<file path="src/rtl/bwin_pkg.sv">
package bwin_pkg;
  localparam int unsigned NWIN  = 4;
  localparam int unsigned WIN_W = $clog2(NWIN);
  localparam int unsigned REG_W = 64;
  localparam int unsigned IDX_W = 6;

  // control word after reset: bit 20, bit 32, field at 36 = 2
  localparam logic [REG_W-1:0] CTL_RST =
    (64'd1 << 20) | (64'd1 << 32) | (64'd2 << 36);

  localparam logic [IDX_W-1:0] IDX_BASE0 = 6'd0;
  localparam logic [IDX_W-1:0] IDX_MASK0 = 6'd4;
  localparam logic [IDX_W-1:0] IDX_XLAT0 = 6'd8;
  localparam logic [IDX_W-1:0] IDX_CTL   = 6'd12;
  localparam logic [IDX_W-1:0] IDX_ESTAT = 6'd15;
  localparam logic [IDX_W-1:0] IDX_EMASK = 6'd16;
  localparam logic [IDX_W-1:0] IDX_INVAL = 6'd19;

  typedef enum logic [2:0] {
    K_NONE, K_ZERO, K_BASE, K_MASK, K_XLAT, K_CTL
  } kind_e;
endpackage

</file>
<file path="src/rtl/bwin_decode.sv">
module bwin_decode
  import bwin_pkg::*;
#(
  parameter int unsigned ADDR_W       = 16,
  parameter int unsigned SLOT_SHIFT   = 6,
  parameter int unsigned REGION_BYTES = 32'hFFF,
  parameter int unsigned FULL_SIZE    = 3
) (
  input  logic [ADDR_W-1:0] addr_i,
  input  logic [1:0]        size_i,
  input  logic              write_i,
  output kind_e             kind_o,
  output logic [WIN_W-1:0]  win_o,
  output logic              err_o
);
  logic [IDX_W-1:0] idx;
  logic [IDX_W-1:0] rel;
  logic             in_region;
  logic             full_width;

  assign idx        = addr_i[SLOT_SHIFT +: IDX_W];
  assign in_region  = (addr_i < ADDR_W'(REGION_BYTES));
  assign full_width = (size_i == 2'(FULL_SIZE));

  always_comb begin
    kind_o = K_NONE;
    rel    = '0;
    if (idx < IDX_MASK0) begin
      kind_o = K_BASE;
      rel    = idx - IDX_BASE0;
    end else if (idx < IDX_XLAT0) begin
      kind_o = K_MASK;
      rel    = idx - IDX_MASK0;
    end else if (idx < IDX_CTL) begin
      kind_o = K_XLAT;
      rel    = idx - IDX_XLAT0;
    end else if (idx == IDX_CTL) begin
      kind_o = K_CTL;
    end else if (idx == IDX_ESTAT || idx == IDX_INVAL) begin
      kind_o = K_ZERO;
    end else if (idx == IDX_EMASK) begin
      kind_o = write_i ? K_NONE : K_ZERO;
    end
  end

  assign win_o = rel[WIN_W-1:0];
  assign err_o = (kind_o == K_NONE) || !in_region || !full_width;
endmodule

</file>
<file path="src/rtl/bwin_regfile.sv">
module bwin_regfile
  import bwin_pkg::*;
(
  input  logic                        clk,
  input  logic                        rst_n,
  input  logic                        we_i,
  input  kind_e                       kind_i,
  input  logic [WIN_W-1:0]            win_i,
  input  logic [REG_W-1:0]            wdata_i,
  output logic [NWIN-1:0][REG_W-1:0]  base_o,
  output logic [NWIN-1:0][REG_W-1:0]  mask_o,
  output logic [NWIN-1:0][REG_W-1:0]  xlat_o,
  output logic [REG_W-1:0]            ctl_o,
  output logic [REG_W-1:0]            rd_data_o
);
  logic [NWIN-1:0] base_en, mask_en, xlat_en;
  logic            ctl_en;
  logic [REG_W-1:0] ctl_q;

  for (genvar g = 0; g < NWIN; g++) begin : g_win
    logic hit;
    logic [REG_W-1:0] base_q, mask_q, xlat_q;

    assign hit        = (win_i == WIN_W'(g));
    assign base_en[g] = we_i && hit && (kind_i == K_BASE);
    assign mask_en[g] = we_i && hit && (kind_i == K_MASK);
    assign xlat_en[g] = we_i && hit && (kind_i == K_XLAT);

    always_ff @(posedge clk or negedge rst_n) begin
      if (!rst_n) begin
        base_q <= '0;
        mask_q <= '0;
        xlat_q <= '0;
      end else begin
        if (base_en[g]) base_q <= wdata_i;
        if (mask_en[g]) mask_q <= wdata_i;
        if (xlat_en[g]) xlat_q <= wdata_i;
      end
    end

    assign base_o[g] = base_q;
    assign mask_o[g] = mask_q;
    assign xlat_o[g] = xlat_q;
  end

  assign ctl_en = we_i && (kind_i == K_CTL);

  always_ff @(posedge clk or negedge rst_n) begin
    if (!rst_n)      ctl_q <= CTL_RST;
    else if (ctl_en) ctl_q <= wdata_i;
  end

  assign ctl_o = ctl_q;

  always_comb begin
    unique case (kind_i)
      K_BASE:  rd_data_o = base_o[win_i];
      K_MASK:  rd_data_o = mask_o[win_i];
      K_XLAT:  rd_data_o = xlat_o[win_i];
      K_CTL:   rd_data_o = ctl_q;
      default: rd_data_o = '0;
    endcase
  end

  // at most one register is written per cycle
  a_r3_single_target: assert property (@(posedge clk) disable iff (!rst_n)
    $onehot0({base_en, mask_en, xlat_en, ctl_en}));

  // the control word moves only when a control write is accepted
  a_r8_ctl_guard: assert property (@(posedge clk) disable iff (!rst_n)
    !(we_i && kind_i == K_CTL) |=> $stable(ctl_q));
endmodule

</file>
<file path="src/rtl/bwin_ctrl_regs.sv">
module bwin_ctrl_regs
  import bwin_pkg::*;
#(
  parameter int unsigned ADDR_W       = 16,
  parameter int unsigned SLOT_SHIFT   = 6,
  parameter int unsigned REGION_BYTES = 32'hFFF
) (
  input  logic                        clk,
  input  logic                        rst_n,
  input  logic                        req_valid,
  output logic                        req_ready,
  input  logic                        req_write,
  input  logic [ADDR_W-1:0]           req_addr,
  input  logic [1:0]                  req_size,
  input  logic [REG_W-1:0]            req_wdata,
  output logic                        rsp_valid,
  output logic                        rsp_err,
  output logic [REG_W-1:0]            rsp_rdata,
  output logic [NWIN-1:0][REG_W-1:0]  win_base_o,
  output logic [NWIN-1:0][REG_W-1:0]  win_mask_o,
  output logic [NWIN-1:0][REG_W-1:0]  win_xlat_o,
  output logic [REG_W-1:0]            ctl_o
);
  kind_e            kind;
  logic [WIN_W-1:0] win;
  logic             dec_err;
  logic             accept;
  logic             we;
  logic [REG_W-1:0] rd_data;

  logic             ready_q;
  logic             rsp_valid_d, rsp_valid_q;
  logic             rsp_err_d,   rsp_err_q;
  logic [REG_W-1:0] rsp_rdata_d, rsp_rdata_q;

  bwin_decode #(
    .ADDR_W       (ADDR_W),
    .SLOT_SHIFT   (SLOT_SHIFT),
    .REGION_BYTES (REGION_BYTES),
    .FULL_SIZE    (3)
  ) i_decode (
    .addr_i  (req_addr),
    .size_i  (req_size),
    .write_i (req_write),
    .kind_o  (kind),
    .win_o   (win),
    .err_o   (dec_err)
  );

  assign accept = req_valid && ready_q;
  assign we     = accept && req_write && !dec_err;

  bwin_regfile i_regfile (
    .clk       (clk),
    .rst_n     (rst_n),
    .we_i      (we),
    .kind_i    (kind),
    .win_i     (win),
    .wdata_i   (req_wdata),
    .base_o    (win_base_o),
    .mask_o    (win_mask_o),
    .xlat_o    (win_xlat_o),
    .ctl_o     (ctl_o),
    .rd_data_o (rd_data)
  );

  always_comb begin
    rsp_valid_d = accept;
    rsp_err_d   = accept && dec_err;
    rsp_rdata_d = (accept && !req_write && !dec_err) ? rd_data : '0;
  end

  always_ff @(posedge clk or negedge rst_n) begin
    if (!rst_n) begin
      ready_q     <= 1'b0;
      rsp_valid_q <= 1'b0;
      rsp_err_q   <= 1'b0;
      rsp_rdata_q <= '0;
    end else begin
      ready_q     <= 1'b1;
      rsp_valid_q <= rsp_valid_d;
      rsp_err_q   <= rsp_err_d;
      rsp_rdata_q <= rsp_rdata_d;
    end
  end

  assign req_ready = ready_q;
  assign rsp_valid = rsp_valid_q;
  assign rsp_err   = rsp_err_q;
  assign rsp_rdata = rsp_rdata_q;

  // a response appears only in the cycle after an acceptance
  a_r1_rsp_follows_req: assert property (@(posedge clk) disable iff (!rst_n)
    rsp_valid |-> $past(req_valid && req_ready));

  // partial-width access always errors
  a_r9_partial_err: assert property (@(posedge clk) disable iff (!rst_n)
    (req_valid && req_ready && req_size != 2'd3) |=> rsp_err);

  // offsets past the decode region always error
  a_r10_region_err: assert property (@(posedge clk) disable iff (!rst_n)
    (req_valid && req_ready && req_addr >= ADDR_W'(REGION_BYTES)) |=> rsp_err);

  // error responses never carry data
  a_r11_err_no_data: assert property (@(posedge clk) disable iff (!rst_n)
    (rsp_valid && rsp_err) |-> (rsp_rdata == '0));
endmodule

</file>
<file path="config.mk">
export PLATFORM = sky130hd
export DESIGN_NAME = bwin_ctrl_regs
export DESIGN_NICKNAME = d
export VERILOG_FILES = /design/src/rtl/bwin_pkg.sv /design/src/rtl/bwin_decode.sv /design/src/rtl/bwin_regfile.sv /design/src/rtl/bwin_ctrl_regs.sv
export SDC_FILE = /design/constraint.sdc
export NUM_CORES = 1
export LEC_CHECK = 0
export BUFFER_PORTS_ARGS = -buffer_cell sky130_fd_sc_hd__buf_2
export CORE_AREA = 8 8 381 383
export CTS_CLUSTER_SIZE = 28
export DETAILED_ROUTE_END_ITERATION = 10
export DIE_AREA = 0 0 389 391
export PLACE_DENSITY = 0.58
export SLEW_MARGIN = 20
export SYNTH_ARGS = -nofsm -noshare
export SYNTH_HDL_FRONTEND = slang
export SYNTH_HIERARCHICAL = 1
export SYNTH_SLANG_ARGS = --single-unit
</file>
<file path="constraint.sdc">
create_clock -name clk -period 2 [get_ports clk]
set_input_delay 0.1 -clock clk [delete_from_list [all_inputs] [get_ports clk]]
set_output_delay 0.1 -clock clk [all_outputs]
set_load 0.01 [all_outputs]
</file>
=== After elaboration in Yosys (flattened, before gate mapping) ===
Index checks and enable logic that the tools add are counted.

* Word-level logic and storage cells: 86
* Output and inout port bits: 899
* Register bits: 899
* Bits of input ports: 86

* Reductions and logical operators: 32
* Mux-type cells: 18
* Add/subtract/negate cells: 2
* Eq/ne operators: 12
* $lt $le $gt $ge: 5

{| class="wikitable"
|+ Operator list
! kind !! count
|-
| binary-select mux 64 bit (select 2 bit) || 3
|-
| 2-to-1 mux 64 bit || 4
|-
| one-hot mux 64 bit (4 select lines) || 1
|-
| logical AND 1 bit || 23
|-
| 2-to-1 mux 3 bit || 6
|-
| < comparator 16 x 12 -> 1 bit, second input constant || 1
|-
| == test 6 x 4 -> 1 bit, second input constant || 2
|-
| == test 6 x 5 -> 1 bit, second input constant || 2
|-
| < comparator 6 x 4 -> 1 bit, second input constant || 2
|-
| == test 2 bit, second input constant || 3
|-
| == test 3 x 2 -> 1 bit, second input constant || 2
|-
| == test 3 bit, second input constant || 2
|-
| < comparator 6 x 3 -> 1 bit, second input constant || 1
|-
| 2-to-1 mux 2 bit || 3
|-
| logical NOT 1 bit || 4
|-
| subtractor 2 x 1 -> 2 bit, second input constant || 2
|-
| logical NOT 3 bit || 1
|-
| logical OR 1 bit || 3
|-
| < comparator 2 x 3 -> 1 bit, second input constant || 1
|-
| == test 2 x 1 -> 1 bit, second input constant || 1
|-
| logical NOT 2 bit || 1
|-
| 2-to-1 mux 1 bit || 1
|}

=== Logic depth before layout (Yosys ltp) ===
* Depth in word-level cells: 14
* Depth in mapped cells: 9
* Gate-level depth less buffers: 7

=== Modules after synthesis ===
Netlist, hierarchy kept.

{| class="wikitable"
|+ Modules (own cells, without submodules)
! module !! times used !! area an instance (sq um) !! cells each
|-
| bwin_regfile || 1 || 37,383.4 || 2,625
|-
| bwin_ctrl_regs || 1 || 2,260.9 || 143
|-
| bwin_decode || 1 || 146.4 || 22
|}

=== Worst setup path after synthesis ===
Ideal clock, no wire load.

* Kind: in2reg
* From: input port req_addr[11]
* To: register rsp_rdata_q[31], in the netlist rsp_rdata[31]
* Arrival time: 2,213 ps
* Stages: 9
* Data required time: 1,880 ps
* Slack: -333 ps
* Path through: nor2_1 and3_2 buf_2 buf_2 clkbuf_1 mux2i_1 o22ai_1 or4_1 and2_2

* Elaborated cells between the ends (all ways): 36
* Those cells by class: order compare (4); eq/ne (8); mux (17); reduce/logical (7)

{| class="wikitable"
|+ RTL lines
! item !! line !! RTL
|-
| start: declaration || bwin_ctrl_regs.sv:13 || <nowiki>input logic [ADDR_W-1:0] req_addr,</nowiki>
|-
| < comparator 6 x 4 -> 1 bit || bwin_decode.sv:34 || <nowiki>end else if (idx < IDX_CTL) begin</nowiki>
|-
| 2-to-1 mux 2 bit || bwin_decode.sv:34 ||
|-
| 2-to-1 mux 2 bit || bwin_decode.sv:31 || <nowiki>end else if (idx < IDX_XLAT0) begin</nowiki>
|-
| 2-to-1 mux 2 bit * || bwin_decode.sv:28 || <nowiki>if (idx < IDX_MASK0) begin</nowiki>
|-
| via win[1] || bwin_ctrl_regs.sv:25 || <nowiki>logic [WIN_W-1:0] win;</nowiki>
|-
| binary-select mux 64 bit (select 2 bit), on equally long branches || bwin_regfile.sv:59, bwin_regfile.sv:57, bwin_regfile.sv:58 ||
|-
| 2-to-1 mux 64 bit, on equally long branches || bwin_regfile.sv:59, bwin_regfile.sv:57, bwin_regfile.sv:58 ||
|-
| one-hot mux 64 bit (4 select lines) * || bwin_regfile.sv:56 || <nowiki>unique case (kind_i)</nowiki>
|-
| via rd_data[31] || bwin_ctrl_regs.sv:29 || <nowiki>logic [REG_W-1:0] rd_data;</nowiki>
|-
| 2-to-1 mux 64 bit * || bwin_ctrl_regs.sv:70 || <nowiki>rsp_rdata_d = (accept && !req_write && !dec_err) ? rd_data : '0;</nowiki>
|-
| via rsp_rdata_d[31] || bwin_ctrl_regs.sv:34 || <nowiki>logic [REG_W-1:0] rsp_rdata_d, rsp_rdata_q;</nowiki>
|-
| end signal: assignment || bwin_ctrl_regs.sv:83 || <nowiki>rsp_rdata_q <= rsp_rdata_d;</nowiki>
|-
| end: declaration || bwin_ctrl_regs.sv:34 ||
|}

The timed path passes the listed nets; every way through them passes the cells marked *. The select of a mux whose other input is x is not followed.
A chain may end at the register's enable or synchronous reset.

=== Final worst setup path ===
* From: register ready_q, in the netlist req_ready
* To: register i_regfile.g_win[1].xlat_q[35]

* Word-level cells in the longest chain between the ends: 5

{| class="wikitable"
|+ Ends and longest elaborated chain
! item !! line !! RTL
|-
| start: declaration || bwin_ctrl_regs.sv:31 || <nowiki>logic ready_q;</nowiki>
|-
| start signal: assignment || bwin_ctrl_regs.sv:75 || <nowiki>ready_q <= 1'b0;</nowiki>
|-
| start signal: assignment || bwin_ctrl_regs.sv:80 || <nowiki>ready_q <= 1'b1;</nowiki>
|-
| logical AND 1 bit || bwin_ctrl_regs.sv:50 || <nowiki>assign accept = req_valid && ready_q;</nowiki>
|-
| via accept || bwin_ctrl_regs.sv:27 || <nowiki>logic accept;</nowiki>
|-
| logical AND 1 bit (2 in series) || bwin_ctrl_regs.sv:51 || <nowiki>assign we = accept && req_write && !dec_err;</nowiki>
|-
| via we || bwin_ctrl_regs.sv:28 || <nowiki>logic we;</nowiki>
|-
| logical AND 1 bit (2 in series) || bwin_regfile.sv:27 || <nowiki>assign xlat_en[g] = we_i && hit && (kind_i == K_XLAT);</nowiki>
|-
| end signal: assignment || bwin_regfile.sv:37 || <nowiki>if (xlat_en[g]) xlat_q <= wdata_i;</nowiki>
|-
| end: declaration || bwin_regfile.sv:22 || <nowiki>logic [REG_W-1:0] base_q, mask_q, xlat_q;</nowiki>
|}

The timed path passes the listed nets, and every way through them passes these cells.

==> flow_summary_export.csv <==
group,metric,value,unit
layout,final_cells,5917,
layout,mostFrequentLayoutCells,"buf_2 (977), dfrtp_1 (896), mux2_2 (538), mux2i_1 (384), mux2_4 (238)",
place,placement.io_buffers,978,
detailed_routing,via_count,30499,
detailed_routing,drt-initial-drc-count,2107,
sta,period_needed,2030,ps
run,drv_cap,0,
sta,setup-violations-final,45,
cts,root_buffer,"clkbuf_16",
floorplan,io_pins,985,
logic_synthesis,yosysSeqAreaShare,0.565,
pwr,leakage,28.4,nW
pwr,power_density,704,mW/mm^2
place,hpwlAfterDp,130,mm
cts,clock-sinks,899,
floorplan,chipWidth,389,um
sta,grt_setup_unrepaired,"yes",
logic_synthesis,synthDistinctLibCells,42,
worst_setup_path,startpoint_type,"register",
logic_synthesis,synth_edf_count,0,
worst_setup_path,crit_type,"reg2reg",
logic_synthesis,synth_nets,2876,
grt,grt-ovfl-total,0,
sta,fmax,493,MHz
sta,fin_crit_sh,1.01,
detailed_routing,drc,0,
floorplan,dieArea,0.152,mm^2
logic_synthesis,async_reset_ff_frac,1.00,
detailed_routing,wl_per_cell,31.0,um
logic_synthesis,synthFlopType,"dfrtp_1",
layout,nets,4106,
logic_synthesis,synth_area,0.0398,mm^2
cts,tritoncts,"done",
sta,maxSlewHeadroom,0.621,
floorplan,core,0.139,mm^2
floorplan,start_util,0.287,
worst_setup_path,path_max_fanout,31,
grt,grt_pass1_vias,31098,
detailed_routing,dr.pass1.iters,5,
cts,htreeDepth,3,
cts,clkTransAtPathRegs,70,ps
layout,final_area,0.0553,mm^2
layout,drive_above_1_share,0.563,
detailed_routing,ant_nets,0,
floorplan,fp.dieH,391,um
sta,worst_slack,-29.3,ps
logic_synthesis,ys_warn_count,6,
detailed_routing,routed_wl,183,mm
layout,area_growth,38.9,%
grt,grt_max_degree,86,
worst_setup_path,cp.arrival,2610,ps
layout,final_common_cell,"buf_2",
cts,clockBufferDepth,3,
status,status,"complete, but fails checks",
worst_setup_path,r2r_cells,7,
sta,tightest_slew,568,ps
worst_setup_path,crit_path_end_kind,"register",
pwr,peakVddDrop,0.619,mV
grt,antenna_found_initial,9,
sta,skew,29.7,ps
logic_synthesis,synth_cells,2790,
logic_synthesis,syn_avg_cell_area,14.3,um^2
place,placedCellCount,5613,
cts,numCtsBuffers,101,
logic_synthesis,ys_ff_latch,899,
sta,slew_violations,0,
floorplan,row_count,137,
sta,hold_viol_final,0,
detailed_routing,vias_per_cell,5.15,
grt,grt_pass1_wl,245,mm
grt,grt_use_total,0.220,
cts,clk-insertion-delay-late,710,ps
place,place_congestion,0.974,
worst_setup_path,required,2580,ps
status,violations,"setup timing",
min_path,hold_class,"in2async",
place,placed_area,0.0493,mm^2
worst max-delay path, cell delays in order, from the launching register on:
cell and delay [ps]:
dfrtp_1 340, and2_4 140, and3b_2 250, nand2b_4 80, buf_12 150, nor2_4 180
buf_12 270, mux2_2 380
routing by layer:
metal / part of all wire / up-vias / wire length (um) / GRT usage
li1: - / 12676 / - / -
met1: 0.40 / 16072 / 73900 / 0.272
met2: 0.47 / 1362 / 86100 / 0.363
met3: 0.073 / 385 / 13400 / 0.0509
met4: 0.054 / 4 / 9890 / 0.105
met5: 0.00015 / - / 27 / 0
path summary, 6_finish.rpt:
kind	startpoint	end	slack, ps
max in group asynchronous	rst_n	i_regfile/g_win[1].mask_q[36]	1190
hold / removal	rst_n	i_regfile/g_win[1].xlat_q[48]	100
setup reg to reg	req_ready	i_regfile/g_win[1].xlat_q[35]	-30
hold reg to reg	i_regfile/g_win[1].base_q[38]	i_regfile/g_win[1].base_q[38]	520
setup / recovery	req_ready	i_regfile/g_win[1].xlat_q[35]	-30
min in group clk	req_write	rsp_rdata[5]	270
cell families after synthesis:
family,synth area share
mux,0.332
buf+inv,0.0291
simple gates,0.0376
flops,0.565
xor+xnor,0.000409
compound gates,0.0353
other cells,0.0000942
synth_stat cells, drive strengths merged (2+ instances only):
master / number / area (um^2)
dfstp: 3 / 78.8
or4bb: 3 / 33.8
and2: 65 / 450
mux2i: 384 / 3840
nand2: 4 / 17.5
nand2b: 2 / 12.5
and3: 4 / 26.3
and3b: 2 / 18.8
dfrtp: 896 / 22400
buf: 199 / 995
o22ai: 128 / 801
mux2: 832 / 9370
nor2: 80 / 378
nor3: 2 / 10.0
or4: 64 / 480
clkbuf: 43 / 161
or4b: 2 / 20.0
o2bb2ai: 64 / 561
layout make-up:
class / instances / area, um^2
Antenna cell: 7 / 17.5
Clock buffer: 155 / 3050
Clock inverter: 31 / 352
Fill cell: 13408 / 83600
Multi-Input combinational cell: 1649 / 17100
Sequential cell: 899 / 22500
Tap cell: 1807 / 2260
Timing Repair Buffer: 1369 / 9970
where the power goes:
group | leakage (nW) | total (mW) | internal, mW | switching, mW
Combinational | 14.1 | 1.55 | 0.490 | 1.06
Sequential | 12.6 | 18.2 | 18.2 | 0.0105
Clock | 1.69 | 19.1 | 11.1 | 8.08
flip-flops by register name (all words and copies together), names as in the netlist:
name / cells
i_regfile/g_win.base_q: 256
i_regfile/g_win.mask_q: 256
i_regfile/g_win.xlat_q: 256
i_regfile/ctl_o: 64
rsp_rdata: 64
req_ready: 1
rsp_err: 1
rsp_valid: 1
repair_timing:
action / in CTS / in global routing
cloned: 3 / 24
setup buffers: 3 / 13
gates resized for setup: 36 / 225
hold buffers: 68 / 0
pin swaps: 3 / 5
endpoints found under the setup margin: 146 / 409
hold endpoints to repair: 1700 / 0
through the flow:
stage                util  TNS [ps]  hold slack, ps  total power [mW]  setup slack, ps
floorplan               -     -7450            -196              19.0            -72.3
global placement    0.355   -429590            29.7              20.0             -613
detailed placement  0.355   -439000            24.7              20.0             -636
CTS                 0.387      -844            67.7              39.3            -38.7
global route        0.398    -17360            92.3              40.0            -91.8
finish              0.398      -358             103              38.9            -29.3
Power figures use the tool's default switching activity.
